$ cat src/rtl/tde_pkg.sv
package tde_pkg;

    localparam int LEN_W  = 12;
    localparam int ADDR_W = 32;

    typedef enum logic [2:0] {
        ST_IDLE,
        ST_FETCH,
        ST_RET,
        ST_MOVE,
        ST_LOOK,
        ST_DONE,
        ST_CHAIN
    } tde_state_e;

    typedef struct packed {
        logic              own;
        logic              stp;
        logic              enp;
        logic [LEN_W-1:0]  len;
        logic [ADDR_W-1:0] addr;
    } tde_desc_t;

    // Owned entry that cannot open a frame, or carries no data.
    function automatic logic hand_back(input tde_desc_t d);
        return d.own && (!d.stp || (d.len == '0));
    endfunction

endpackage

$ cat src/rtl/tde_ring_ptr.sv
module tde_ring_ptr #(
    parameter int IDX_W = 4,
    parameter int LG_W  = $clog2(IDX_W + 1)
) (
    input  logic             clk,
    input  logic             rst,
    input  logic             init,
    input  logic [LG_W-1:0]  cfg_lg,
    input  logic             adv,
    output logic [IDX_W-1:0] idx,
    output logic [IDX_W-1:0] nxt,
    output logic [IDX_W-1:0] mask
);
    logic [IDX_W-1:0] idx_q, mask_q, mask_d;

    for (genvar g = 0; g < IDX_W; g++) begin : g_mask
        assign mask_d[g] = (LG_W'(g) < cfg_lg);
    end

    assign nxt  = (idx_q + {{(IDX_W-1){1'b0}}, 1'b1}) & mask_q;
    assign idx  = idx_q;
    assign mask = mask_q;

    always_ff @(posedge clk) begin
        if (rst) begin
            idx_q  <= '0;
            mask_q <= '0;
        end else if (init) begin
            idx_q  <= '0;
            mask_q <= mask_d;
        end else if (adv) begin
            idx_q  <= nxt;
        end
    end
endmodule

$ cat src/rtl/tde_shadow.sv
module tde_shadow
    import tde_pkg::*;
(
    input  logic      clk,
    input  logic      rst,
    input  logic      clr,
    input  logic      load,
    input  tde_desc_t d,
    output logic      valid,
    output tde_desc_t q
);
    always_ff @(posedge clk) begin
        if (rst) begin
            valid <= 1'b0;
            q     <= '0;
        end else if (load) begin
            valid <= 1'b1;
            q     <= d;
        end else if (clr) begin
            valid <= 1'b0;
        end
    end
endmodule

$ cat src/rtl/tx_desc_eval.sv
module tx_desc_eval
    import tde_pkg::*;
#(
    parameter int IDX_W = 4,
    parameter int LG_W  = $clog2(IDX_W + 1)
) (
    input  logic              clk,
    input  logic              rst,
    input  logic              init,
    input  logic [LG_W-1:0]   cfg_ring_lg,
    input  logic              poll_go,
    output logic              rd_req,
    output logic [IDX_W-1:0]  rd_idx,
    input  logic              rd_ack,
    input  logic              rd_own,
    input  logic              rd_stp,
    input  logic              rd_enp,
    input  logic [LEN_W-1:0]  rd_len,
    input  logic [ADDR_W-1:0] rd_addr,
    output logic              wb_req,
    output logic [IDX_W-1:0]  wb_idx,
    output logic              wb_err,
    input  logic              wb_ack,
    output logic              mv_req,
    output logic [ADDR_W-1:0] mv_addr,
    output logic [LEN_W-1:0]  mv_len,
    input  logic              mv_beat,
    input  logic              mv_end,
    output logic              la_valid,
    output logic              la_own,
    output logic              la_stp,
    output logic              la_enp,
    output logic [LEN_W-1:0]  la_len,
    output logic [ADDR_W-1:0] la_addr,
    output logic              tx_en,
    output logic              fatal,
    output logic [IDX_W-1:0]  cur_idx
);
    tde_state_e        st_q, st_d;
    logic [ADDR_W-1:0] addr_q, addr_d;
    logic [LEN_W-1:0]  len_q, len_d;
    logic              enp_q, enp_d;
    logic              la_done_q, la_done_d;
    logic              pend_q, pend_d;
    logic              und_q, und_d;
    logic              fat_q, fat_d;
    logic              txen_q, txen_d;
    logic              adv, sh_load, sh_clr, sh_valid;
    logic [IDX_W-1:0]  idx, nxt, ring_mask;
    tde_desc_t         rd_desc, sh_q;

    assign rd_desc = '{own: rd_own, stp: rd_stp, enp: rd_enp, len: rd_len, addr: rd_addr};

    tde_ring_ptr #(.IDX_W(IDX_W), .LG_W(LG_W)) ring_i (
        .clk(clk), .rst(rst), .init(init), .cfg_lg(cfg_ring_lg),
        .adv(adv), .idx(idx), .nxt(nxt), .mask(ring_mask)
    );

    tde_shadow shadow_i (
        .clk(clk), .rst(rst), .clr(sh_clr | init), .load(sh_load & ~init),
        .d(rd_desc), .valid(sh_valid), .q(sh_q)
    );

    always_comb begin
        st_d      = st_q;
        addr_d    = addr_q;
        len_d     = len_q;
        enp_d     = enp_q;
        la_done_d = la_done_q;
        pend_d    = pend_q;
        und_d     = und_q;
        fat_d     = fat_q;
        txen_d    = txen_q;
        rd_req    = 1'b0;
        rd_idx    = idx;
        wb_req    = 1'b0;
        wb_err    = 1'b0;
        mv_req    = 1'b0;
        adv       = 1'b0;
        sh_load   = 1'b0;
        sh_clr    = 1'b0;
        unique case (st_q)
            ST_IDLE: if (poll_go && txen_q && !fat_q) st_d = ST_FETCH;
            ST_FETCH: begin
                rd_req = 1'b1;
                if (rd_ack) begin
                    if (!rd_own) begin
                        st_d = ST_IDLE;
                    end else if (hand_back(rd_desc)) begin
                        st_d = ST_RET;
                    end else begin
                        addr_d    = rd_addr;
                        len_d     = rd_len;
                        enp_d     = rd_enp;
                        la_done_d = 1'b0;
                        pend_d    = 1'b0;
                        und_d     = 1'b0;
                        sh_clr    = 1'b1;
                        st_d      = ST_MOVE;
                    end
                end
            end
            ST_RET: begin
                wb_req = 1'b1;
                if (wb_ack) begin
                    adv  = 1'b1;
                    st_d = ST_FETCH;
                end
            end
            ST_MOVE: begin
                mv_req = 1'b1;
                if (mv_beat) begin
                    if (!la_done_q && !enp_q) begin
                        la_done_d = 1'b1;
                        pend_d    = mv_end;
                        st_d      = ST_LOOK;
                    end else if (mv_end) begin
                        st_d = ST_DONE;
                    end
                end
            end
            ST_LOOK: begin
                rd_req = 1'b1;
                rd_idx = nxt;
                if (rd_ack) begin
                    sh_load = 1'b1;
                    und_d   = !rd_own;
                    st_d    = pend_q ? ST_DONE : ST_MOVE;
                end
            end
            ST_DONE: begin
                wb_req = 1'b1;
                wb_err = und_q;
                if (wb_ack) begin
                    if (und_q) begin
                        fat_d  = 1'b1;
                        txen_d = 1'b0;
                        st_d   = ST_IDLE;
                    end else begin
                        adv = 1'b1;
                        if (enp_q) begin
                            st_d = ST_FETCH;
                        end else if (sh_valid) begin
                            addr_d = sh_q.addr;
                            len_d  = sh_q.len;
                            enp_d  = sh_q.enp;
                            sh_clr = 1'b1;
                            st_d   = (sh_q.len == '0) ? ST_DONE : ST_MOVE;
                        end else begin
                            st_d = ST_CHAIN;
                        end
                    end
                end
            end
            ST_CHAIN: begin
                rd_req = 1'b1;
                if (rd_ack) begin
                    if (!rd_own) begin
                        fat_d  = 1'b1;
                        txen_d = 1'b0;
                        st_d   = ST_IDLE;
                    end else begin
                        addr_d = rd_addr;
                        len_d  = rd_len;
                        enp_d  = rd_enp;
                        st_d   = (rd_len == '0) ? ST_DONE : ST_MOVE;
                    end
                end
            end
            default: st_d = ST_IDLE;
        endcase
    end

    always_ff @(posedge clk) begin
        if (rst) begin
            st_q      <= ST_IDLE;
            addr_q    <= '0;
            len_q     <= '0;
            enp_q     <= 1'b0;
            la_done_q <= 1'b0;
            pend_q    <= 1'b0;
            und_q     <= 1'b0;
            fat_q     <= 1'b0;
            txen_q    <= 1'b0;
        end else if (init) begin
            st_q      <= ST_IDLE;
            la_done_q <= 1'b0;
            pend_q    <= 1'b0;
            und_q     <= 1'b0;
            fat_q     <= 1'b0;
            txen_q    <= 1'b1;
        end else begin
            st_q      <= st_d;
            addr_q    <= addr_d;
            len_q     <= len_d;
            enp_q     <= enp_d;
            la_done_q <= la_done_d;
            pend_q    <= pend_d;
            und_q     <= und_d;
            fat_q     <= fat_d;
            txen_q    <= txen_d;
        end
    end

    assign wb_idx   = idx;
    assign mv_addr  = addr_q;
    assign mv_len   = len_q;
    assign la_valid = sh_valid;
    assign la_own   = sh_q.own;
    assign la_stp   = sh_q.stp;
    assign la_enp   = sh_q.enp;
    assign la_len   = sh_q.len;
    assign la_addr  = sh_q.addr;
    assign tx_en    = txen_q;
    assign fatal    = fat_q;
    assign cur_idx  = idx;
endmodule

$ cat config.mk
export PLATFORM = sky130hd
export DESIGN_NAME = tx_desc_eval
export DESIGN_NICKNAME = d
export VERILOG_FILES = /design/src/rtl/tde_pkg.sv /design/src/rtl/tde_ring_ptr.sv /design/src/rtl/tde_shadow.sv /design/src/rtl/tx_desc_eval.sv
export SDC_FILE = /design/constraint.sdc
export NUM_CORES = 1
export LEC_CHECK = 0
export ABC_AREA = 1
export BUFFER_PORTS_ARGS = -buffer_cell sky130_fd_sc_hd__buf_4
export CORE_AREA = 4 4 165 87
export CTS_BUF_LIST = sky130_fd_sc_hd__clkbuf_4 sky130_fd_sc_hd__clkbuf_8 sky130_fd_sc_hd__clkbuf_16
export DETAILED_ROUTE_END_ITERATION = 10
export DIE_AREA = 0 0 169 91
export PLACE_DENSITY = 0.65
export REMOVE_ABC_BUFFERS = 1
export SLEW_MARGIN = 20
export SYNTH_ARGS = -nofsm -noshare
export SYNTH_HDL_FRONTEND = slang
export SYNTH_SLANG_ARGS = --single-unit
$ cat constraint.sdc
create_clock -name clk -period 2.7 [get_ports clk]
set_input_delay 0.405 -clock clk [delete_from_list [all_inputs] [get_ports clk]]
set_output_delay 0.405 -clock clk [all_outputs]
set_load 0.01 [all_outputs]
[Word-level counts from Yosys, hierarchy flattened]
Index checks and enable logic that the tools add are counted.
Word-level totals
  output and inout port bits: 110
  bits of input ports: 58
  logic and storage cells: 174
  bits in registers: 109
Operators by class
  $add $sub $neg: 1
  order comparisons: 4
  reductions and logical operators: 29
  bitwise operators: 4
  equal/unequal tests: 27
  mux-type cells: 92
Operator list (count)
  $mux 32: 9
  $mux 12: 9
  $pmux 32 s3: 1
  $mux 3: 16
  $mux 1: 45
  $pmux 12 s3: 1
  $ne 2x2->1 const B: 15
  $logic_not 12->1: 2
  $pmux 3 s7: 1
  $ne 3x3->1 const B: 5
  $reduce_and 5->1: 3
  $pmux 1 s2: 7
  $reduce_and 11->1: 1
  $eq 3x3->1 const B: 3
  $reduce_and 9->1: 1
  $reduce_and 8->1: 1
  $reduce_bool 2->1: 4
  $eq 3x2->1 const B: 2
  $lt 1x3->1 const A: 2
  $lt 2x3->1 const A: 2
  $reduce_and 6->1: 1
  $reduce_bool 3->1: 2
  $logic_not 1->1: 5
  $add 4x1->4 const B: 1
  other kinds (14): 18

[Longest topological paths before layout]
Gate-level depths: netlist of run 1.
  depth in word-level cells: 10
  gate-level depth with buffers: 12
  mapped depth without buffers: 12

[Cells and area by module]
A second synthesis of run 1 with hierarchy kept.
Unflattened totals
  cells, all modules: 950
  area total of the unflattened synthesis: 5773.0 µm²
By module, submodules not included
  tx_desc_eval: area each 3746.1 µm², seq. area each 1061.0 µm², cells each 695, instances 1
  tde_shadow: area each 1669.1 µm², seq. area each 960.9 µm², cells each 209, instances 1
  tde_ring_ptr: area each 357.8 µm², seq. area each 160.2 µm², cells each 46, instances 1

[Worst setup path after synthesis of run 1]
Ideal clock, no wire load.
  path type: register to register
  from: register st_q[2]
  to: register addr_q[4] (netlist: mv_addr[4])
  library setup time: 113 ps
  stages on the path, launching flop included: 11
  path buffers: 1
  setup slack: 1105 ps
  required time: 2587 ps
  clock period less this slack: 1595 ps
  arrival time: 1482 ps
  path through: dfxtp_1 nand3_1 nand2_1 inv_2 a21oi_1 nand3_1 nor2_4 buf_2 nand2_1 nand2_1 nor2_1
On the way
  longest elaborated chain between the ends: 3
  elaborated cells between the ends (all ways): 15
  those cells by class: eq/ne (12); mux (1); reduce/logical (2)
Ends and longest elaborated chain
  start: declaration: line tx_desc_eval.sv:39  | tde_state_e st_q, st_d;
  start signal: assignment: line tx_desc_eval.sv:193  | st_q <= st_d;
  $eq 3x3->1 / $eq 3x1->1 (equally long branches): line tx_desc_eval.sv:82  | unique case (st_q)
  $ne 2x1->1 (no source line), or another cell as far along
  $reduce_and 11->1 (no source line)
  end signal: assignment: line tx_desc_eval.sv:194  | addr_q <= addr_d;
  end: declaration: line tx_desc_eval.sv:40  | logic [ADDR_W-1:0] addr_q, addr_d;
Parallel ways exist; a longest one is shown, timed or not.
A chain may end at the register's enable or synchronous reset.

[Final worst setup path of run 1]
  from: register st_q[0]
  to: output rd_idx[2]
On the way
  longest elaborated chain between the ends: 2
Ends and longest elaborated chain
  $eq 3x3->1: line tx_desc_eval.sv:82
  $mux 4: line tx_desc_eval.sv:82
  end: declaration: line tx_desc_eval.sv:13  | output logic [IDX_W-1:0] rd_idx,
Every way passes these cells.

==> flow_summary.json, run 1 <==
{
  "async_flop_share_pct": 0,
  "gr-total-overflow": 0,
  "grt_pass1_wl_um": 22600,
  "path_delay_family": "simple AND/OR/NAND/NOR gates",
  "area_growth_pct": 32.0,
  "grt.total_usage_pct": 17.4,
  "hold_slack_ns": 0.283,
  "internal_power_uw": 2510,
  "die_x_um": 169,
  "synth_top_area_share_pct": 42.7,
  "synth-edff-count": 0,
  "finalCritPeriodShare_pct": 80.8,
  "report.final.slew_viol_count": 0,
  "synth-compound-area-share_pct": 17.7,
  "synthAdderAreaFrac_pct": 0.245,
  "finalSetupViolations": 0,
  "synth_top_family_by_area": "simple AND/OR/NAND/NOR gates",
  "yosys_register_bits": 109,
  "root_buffer": "clkbuf_16",
  "n_antenna_cell": 0,
  "vias": 5130,
  "fmax_mhz": 458,
  "wl_um": 13800,
  "hold_path_class": "input port to register",
  "yosys.area.top_type": "dfxtp_1",
  "seqPwrFrac_pct": 49.9,
  "io_buffers": 167,
  "critPathMostFrequentCell": "nand2_1",
  "period_needed_ns": 2.18,
  "path_max_fanout": 11,
  "power_switching_uw": 788,
  "nNetsFinal": 990,
  "yosys.area_share.simple_pct": 26.5,
  "clkSinkCount": 109,
  "drc": 0,
  "clockPowerShare_pct": 41.1,
  "ys_top_cells_by_count": "nand2_1 (196), nor2_1 (121), inv_1 (112)",
  "htree_levels": 3,
  "status": "finished clean",
  "relSlewSlack_pct": 71.2,
  "critical_path_buf_inv_count": 2,
  "io_pins": 168,
  "die_y_um": 91,
  "drive_gt1_share_pct": 21.0,
  "start_kind": "register",
  "grt_pass1_vias": 4701,
  "first_iter_violations": 326,
  "crit_chain": "nor2_1 > nand2_1 > inv_1 > nand2_1 > nand2_1 > buf_4",
  "rsz0062_at_grt": "false",
  "required_ns": 2.30,
  "post_cts_buffers": 0,
  "tightest_slew_ns": 0.431,
  "synth.area.mux_share_pct": 0,
  "initial_core_util_pct": 40.3,
  "synth_area_sq_um": 5110,
  "cts_hold_buf": 0,
  "power.density_nw_per_um2": 489,
  "nFillCells": 1282,
  "cts_buffers": 9,
  "cts_tree": "yes",
  "crit_arrival_ns": 1.78,
  "p_comb_share_pct": 9.0,
  "path_clk_slew_ns": 0.07,
  "cts_resized": 0,
  "vdd_drop_max_mv": 0.317,
  "core-area_sq_um": 12700,
  "num_rows": 29,
  "tns_ns": 0,
  "avgSynthCellArea_sq_um": 6.44,
  "critical_path.max_stage_delay_ns": 0.47,
  "gp_congestion": 0.848,
  "hold_violations": 0,
  "yosys.cell_types.count": 27,
  "viasPerCell": 4.64,
  "clockBufferDepth": 2,
  "ys_top_cells_by_area": "dfxtp_1 (43%), nand2_1 (14%), o21ai_0 (9.8%)",
  "cp-end-kind": "output port",
  "wl_per_cell_um": 12.4,
  "synthCells": 793,
  "final_antenna_net_count": 0,
  "p_sw_share_pct": 23.9,
  "path_class": "register to output port",
  "grt_max_degree": 96,
  "synthXorXnorAreaFrac_pct": 0,
  "ys.warnings.count": 0,
  "fin_util_pct": 53.2,
  "dieArea_sq_um": 15400,
  "power.leakage_uw": 0.00319,
  "fin_skew_ns": 0.0101,
  "yosysSeqAreaShare_pct": 42.7,
  "clk_latency_ns": 0.34,
  "drv_cap": 0,
  "antenna_found_initial": 0,
  "synth.most_common_cell": "nand2_1",
  "crit_slowest_cell": "dfxtp_1",
  "synth_ff_type": "dfxtp_1",
  "dp.final_hpwl_um": 9600,
  "first_pass_iters": 5
}
power groups by stage:
stage	Combinational (uW)	Sequential [uW]	Clock, uW
floorplan	142	1690	0
global placement	293	1680	0
detailed placement	297	1680	0
CTS	298	1650	1390
global route	337	1650	1460
finish	296	1650	1350
flip-flops by register name, indices dropped and copies added, names as in the netlist, 3 cells and up:
register and cells:
shadow_i.q 47, mv_addr 32, mv_len 12, ring_i.idx 4, ring_i.mask 4, st_q 3
metal layers:
metal  up-vias  wire, um  track usage, %
met5         -         0               0
met4         0        80            3.95
met3         6       619            4.03
met2        98      6950            31.5
met1      2306      6110            21.2
li1       2720         -               -
through the flow:
stage / setup slack, ns / instance area [sq um] / std cells / power, uW
after global routing: 0.325 / 6740 / 1106 / 3450
after global placement: 0.625 / 6440 / 1090 / 1980
final: 0.519 / 6740 / 1106 / 3300
after floorplan: -0.516 / 4890 / 748 / 1830
after detailed placement: 0.642 / 6440 / 1090 / 1980
after CTS: 0.499 / 6740 / 1106 / 3340
kinds of logic after synthesis:
| family | Yosys count |
|---|---|
| simple gates | 345 |
| fa+ha+maj | 1 |
| compound gates | 176 |
| flops | 109 |
| buf+inv | 162 |
path summary, 6_finish.rpt:
path | startpoint | endpoint | slack (ns) | depth (start not counted)
max | st_q[0]$_SDFFE_PP0P_ | rd_idx[2] | 0.52 | 6
max reg2reg | st_q[0]$_SDFFE_PP0P_ | st_q[0]$_SDFFE_PP0P_ | 0.61 | 9
min | rst | tx_en$_SDFFE_PP0P_ | 0.28 | 2
min reg2reg | shadow_i.q[45]$_SDFFE_PP0P_ | shadow_i.q[45]$_SDFFE_PP0P_ | 0.45 | 2
cell type report:
class	count	area (sq um)	area share, %
multi-input cells	522	2270	33.7
flip-flops and latches	109	2180	32.4
repair buffers	172	1330	19.7
inverters	117	439	6.52
clock buffers	10	233	3.45
well taps	170	213	3.16
clock inverters	6	68.8	1.02
placed cells by master (no fill, tap or decap), types with 2 or more instances in the layout:
cell	instances
a21oi_1	67
nand3_1	15
buf_12	3
nand4_1	4
clkbuf_16	9
nand3_2	2
dfxtp_1	109
nor3_1	2
nand2_1	196
o211ai_1	3
o21ai_0	100
nor2_1	121
inv_1	111
inv_2	6
inv_6	2
buf_4	169
a211oi_1	3
worst register-to-register path, cell delays in order, from the launching register on:
cell and delay (ns):
dfxtp_1 0.47, nor2_1 0.13, nand2_1 0.31, inv_1 0.22, a21oi_1 0.16, nand2_1 0.07, nor3_1 0.32, inv_1 0.14
nand2_1 0.08, a21oi_1 0.06
Note: power is estimated with default switching activity, not from simulation.
==> run 2, diff against run 1 <==
==> constraint.sdc (replaced) <==
create_clock -name clk -period 2.23 [get_ports clk]
set_input_delay 0.3345 -clock clk [delete_from_list [all_inputs] [get_ports clk]]
set_output_delay 0.3345 -clock clk [all_outputs]
set_load 0.01 [all_outputs]
==> flow_summary.json, run 2 (same netlist as run 1, synthesis figures left out) <==
{
  "num_rows": 29,
  "vdd_drop_max_mv": 0.430,
  "grt_pass1_wl_um": 22900,
  "vias": 5213,
  "start_kind": "register",
  "grt_max_degree": 96,
  "gp_congestion": 0.867,
  "power.leakage_uw": 0.00321,
  "first_pass_iters": 4,
  "drv_cap": 0,
  "drc": 0,
  "area_growth_pct": 32.9,
  "grt_pass1_vias": 4842,
  "path_clk_slew_ns": 0.07,
  "cts_tree": "yes",
  "root_buffer": "clkbuf_16",
  "final_cell_mix": "nand2_1 (196), buf_4 (171), nor2_1 (121), inv_1 (111), dfxtp_1 (109)",
  "initial_core_util_pct": 40.3,
  "wl_um": 13700,
  "fin_util_pct": 53.6,
  "nFillCells": 1299,
  "clkSinkCount": 109,
  "finalCritPeriodShare_pct": 88.5,
  "gr-total-overflow": 0,
  "tightest_slew_ns": 0.726,
  "report.final.slew_viol_count": 0,
  "r2r-end": "mv_addr[27]$_SDFFE_PP0P_",
  "drive_gt1_share_pct": 21.2,
  "largest_register_ff_count": 47,
  "fmax_mhz": 507,
  "fin_total_pwr_uw": 4040,
  "relSlewSlack_pct": 51.6,
  "cts_resized": 0,
  "r2r_slack_ns": 0.26,
  "io_buffers": 167,
  "design_area_sq_um": 6790,
  "path_class": "register to register",
  "hold_violations": 0,
  "cts_hold_buf": 0,
  "n_antenna_cell": 0,
  "antenna_found_initial": 0,
  "crit_arrival_ns": 2.20,
  "post_cts_buffers": 0,
  "instances_no_fill": 1108,
  "dieArea_sq_um": 15400,
  "hold_path_class": "input port to register",
  "first_iter_violations": 356,
  "wl_per_cell_um": 12.4,
  "setup_slack_ns": 0.256,
  "final_antenna_net_count": 0,
  "core-area_sq_um": 12700,
  "required_ns": 2.46,
  "die_y_um": 91,
  "die_x_um": 169,
  "status": "finished clean",
  "cts_buffers": 9,
  "io_pins": 168,
  "clk_latency_ns": 0.34,
  "period_needed_ns": 1.97,
  "dp.final_hpwl_um": 9810,
  "fin_skew_ns": 0.00640,
  "ff2ff_path_depth": 10,
  "dp.cells": 1093,
  "preCtsSetupSlack_ns": 0.258,
  "top_register": "shadow_i.q",
  "crit_start": "st_q[1]$_SDFFE_PP0P_",
  "path_max_fanout": 38,
  "grt.total_usage_pct": 17.6,
  "finalSetupViolations": 0,
  "reg2reg_from": "st_q[1]$_SDFFE_PP0P_",
  "cp-endpoint": "mv_addr[27]$_SDFFE_PP0P_",
  "placed_area_sq_um": 6470,
  "nNetsFinal": 993,
  "htree_levels": 3,
  "cp-end-kind": "register",
  "layout_commonest_cell": "nand2_1",
  "clockBufferDepth": 2,
  "rsz0062_at_grt": "false",
  "power.density_nw_per_um2": 595,
  "viasPerCell": 4.70
}
run 2: changes by cell type in the layout (fill, tap and decap cells not counted):
cell	before	now
buf_12	3	4
buf_4	169	171
bufinv_16	1	2
clkbuf_4	1	0
clkinvlp_4	1	2
inv_6	2	0
run 2: stage by stage:
stage | TNS, ns | hold slack, ns
final | 0 | 0.217
after global routing | 0 | 0.228
after CTS | 0 | 0.209
after detailed placement | 0 | 0.447
after global placement | 0 | 0.441
after floorplan | -82.24 | 0.404
run 2: critical path, cell delays in order (launching register included):
cell	delay, ns
dfxtp_1	0.47
nand3_1	0.19
nand2_1	0.19
inv_2	0.08
a21oi_1	0.12
nand3_1	0.12
nor2_4	0.27
buf_12	0.23
nand2_1	0.07
nand2_1	0.06
nor2_1	0.05
run 2: routing by layer:
metal	part of all wire [%]	GRT usage, %	up-vias
li1	-	-	2743
met1	45	22.2	2346
met2	48	30.7	103
met3	4.3	3.86	21
met4	2.0	4.55	0
met5	0	0	-
run 2: worst min path at each step:
stage                           startpoint                     endpoint  slack (ns)  depth (start not counted)
5_1_grt                                rst           tx_en$_SDFFE_PP0P_        0.23                          2
6_report                               rst           tx_en$_SDFFE_PP0P_        0.22                          2
4_1_cts                                rst  ring_i.mask[2]$_SDFFE_PP0P_        0.21                          2
3_5_place_dp   shadow_i.q[45]$_SDFFE_PP0P_  shadow_i.q[45]$_SDFFE_PP0P_        0.45                          2
2_1_floorplan                          rst  ring_i.mask[2]$_SDFFE_PP0P_        0.40                          1
3_3_place_gp   shadow_i.q[45]$_SDFFE_PP0P_  shadow_i.q[45]$_SDFFE_PP0P_        0.44                          2
run 2: power by group:
group / total [uW] / leakage (uW) / internal, uW / switching, uW
Sequential: 1990 / 0.000881 / 1980 / 17.8
Clock: 1680 / 0.000147 / 978 / 701
Combinational: 363 / 0.00218 / 170 / 193
run 2: area by class of cell:
class,count,area [sq um],area share (%)
repair buffers,175,1360,20.1
well taps,170,213,3.13
multi-input cells,522,2270,33.5
clock inverters,6,88.8,1.31
inverters,117,439,6.47
clock buffers,9,225,3.32
flip-flops and latches,109,2180,32.2
==> run 3, diff against run 2 <==
--- a/config.mk
+++ b/config.mk
@@ -7,10 +7,10 @@
 export LEC_CHECK = 0
 export ABC_AREA = 1
 export BUFFER_PORTS_ARGS = -buffer_cell sky130_fd_sc_hd__buf_4
-export CORE_AREA = 4 4 165 87
+export CORE_AREA = 2 2 163 85
 export CTS_BUF_LIST = sky130_fd_sc_hd__clkbuf_4 sky130_fd_sc_hd__clkbuf_8 sky130_fd_sc_hd__clkbuf_16
 export DETAILED_ROUTE_END_ITERATION = 10
-export DIE_AREA = 0 0 169 91
+export DIE_AREA = 0 0 165 87
 export PLACE_DENSITY = 0.65
 export REMOVE_ABC_BUFFERS = 1
 export SLEW_MARGIN = 20
==> flow_summary.json, run 3 (same netlist as run 1, synthesis figures left out) <==
{
  "status": "finished clean",
  "gr-total-overflow": 0,
  "path_clk_slew_ns": 0.07,
  "first_pass_iters": 5,
  "placed_area_sq_um": 6560,
  "hold_path_depth": 2,
  "min_to": "ring_i.mask[2]$_SDFFE_PP0P_",
  "cp-end-kind": "output port",
  "r2r-end": "mv_addr[7]$_SDFFE_PP0P_",
  "drive_gt1_share_pct": 21.5,
  "initial_core_util_pct": 39.0,
  "report.final.slew_viol_count": 0,
  "path_class": "register to output port",
  "clkSinkCount": 109,
  "antenna_found_initial": 0,
  "cts_tree": "yes",
  "dp.final_hpwl_um": 10600,
  "top_register": "shadow_i.q",
  "first_iter_violations": 424,
  "post_cts_buffers": 0,
  "io_pins": 168,
  "cts_resized": 0,
  "period_needed_ns": 1.96,
  "worstHoldStart": "rst",
  "largest_register_ff_count": 47,
  "setup_slack_ns": 0.267,
  "htree_levels": 3,
  "power.leakage_uw": 0.00323,
  "final_antenna_net_count": 0,
  "hold_path_class": "input port to register",
  "viasPerCell": 4.61,
  "nNetsFinal": 998,
  "critPathMostFrequentCell": "buf_4",
  "vdd_drop_max_mv": 0.305,
  "grt_pass1_wl_um": 22900,
  "layout_commonest_cell": "nand2_1",
  "ff2ff_path_depth": 10,
  "n_antenna_cell": 0,
  "critical_path.max_stage_delay_ns": 0.50,
  "dieArea_sq_um": 14400,
  "preCtsSetupSlack_ns": 0.293,
  "crit_start": "st_q[1]$_SDFFE_PP0P_",
  "fin_skew_ns": 0.0108,
  "wl_per_cell_um": 12.8,
  "core-area_sq_um": 13100,
  "cts_hold_buf": 0,
  "gp_congestion": 0.934,
  "num_rows": 30,
  "drc": 0,
  "cts_buffers": 9,
  "critical_path_buf_inv_count": 3,
  "start_kind": "register",
  "crit_arrival_ns": 1.63,
  "rsz0062_at_grt": "false",
  "grt_pass1_vias": 4399,
  "die_y_um": 87,
  "path_delay_family": "buffers and inverters",
  "required_ns": 1.90,
  "area_growth_pct": 34.0,
  "finalSetupViolations": 0,
  "tightest_slew_ns": 0.487,
  "io_buffers": 167,
  "r2r_slack_ns": 0.28,
  "final_cell_mix": "nand2_1 (196), buf_4 (174), nor2_1 (121), inv_1 (111), dfxtp_1 (109)",
  "vias": 5152,
  "crit_chain": "inv_2 > nand3_4 > buf_4 > nand2_1 > buf_4",
  "path_max_fanout": 34,
  "nFillCells": 1381,
  "power.density_nw_per_um2": 576,
  "hold_violations": 0,
  "drv_cap": 0,
  "grt.total_usage_pct": 20.3,
  "clockBufferDepth": 2,
  "root_buffer": "clkbuf_16",
  "crit_slowest_cell": "dfxtp_1",
  "relSlewSlack_pct": 67.4,
  "die_x_um": 165,
  "clk_latency_ns": 0.34,
  "fmax_mhz": 509,
  "finalCritPeriodShare_pct": 88.0,
  "grt_max_degree": 92,
  "wl_um": 14300,
  "reg2reg_from": "st_q[1]$_SDFFE_PP0P_",
  "design_area_sq_um": 6840
}
-- run 3: changes by cell type in the layout (fill, tap and decap cells not counted), sizes merged --
| cell | delta |
|---|---|
| clkbuf | +1 |
| bufinv | -1 |
| clkinvlp | -1 |
| buf | +5 |
-- run 3: how the worst max path moves through the flow --
| stage | end | slack [ns] | cells after the start |
|---|---|---|---|
| final | wb_req | 0.27 | 5 |
| after global routing | mv_addr[31]$_SDFFE_PP0P_ | 0.05 | 10 |
| after CTS | wb_req | 0.28 | 5 |
| after detailed placement | mv_addr[2]$_SDFFE_PP0P_ | 0.29 | 10 |
| after global placement | mv_len[6]$_SDFFE_PP0P_ | 0.31 | 10 |
| after floorplan | mv_addr[0]$_SDFFE_PP0P_ | -0.99 | 9 |
-- run 3: cell type report --
| cell class | count | area, sq um | share of cell area [%] |
|---|---|---|---|
| clock inverters | 4 | 51.3 | 0.750 |
| inverters | 117 | 439 | 6.42 |
| well taps | 176 | 220 | 3.22 |
| multi-input cells | 522 | 2290 | 33.5 |
| repair buffers | 180 | 1430 | 20.9 |
| flip-flops and latches | 109 | 2180 | 31.9 |
| clock buffers | 10 | 233 | 3.40 |
-- run 3: worst register-to-register path, stage by stage, from the launching register on --
cell and delay, ns:
dfxtp_1 0.50, nand3_1 0.20, nand2_1 0.18, inv_2 0.06
a21oi_1 0.11, nand3_1 0.12, nor2_4 0.27, buf_12 0.22
nand2_1 0.08, nand2_1 0.06, nor2_1 0.04
-- run 3: per-layer routing --
metal  wire, um  GRT usage, %  part of all wire (%)  vias to the layer above
li1           -             -                     -                     2749
met1       7740          31.8                    54                     2203
met2       4920          26.2                    34                      192
met3       1540          7.28                    11                        8
met4         88          3.48                  0.62                        0
met5          0             0                     0                        -
-- run 3: metrics by stage --
step | cells | TNS, ns | utilization [%] | hold WS, ns | total power, uW
global placement | 1104 | 0 | 50.0 | 0.439 | 2410
global route | 1118 | 0 | 52.2 | 0.236 | 4120
floorplan | 748 | -82.24 | - | 0.404 | 2220
detailed placement | 1104 | 0 | 50.0 | 0.444 | 2410
CTS | 1118 | 0 | 52.2 | 0.230 | 3990
finish | 1118 | 0 | 52.2 | 0.251 | 3940
-- run 3: report_power, final --
part / internal [uW] / switching [uW]
clock network: 872 / 697
registers: 1980 / 17.4
logic: 175 / 201
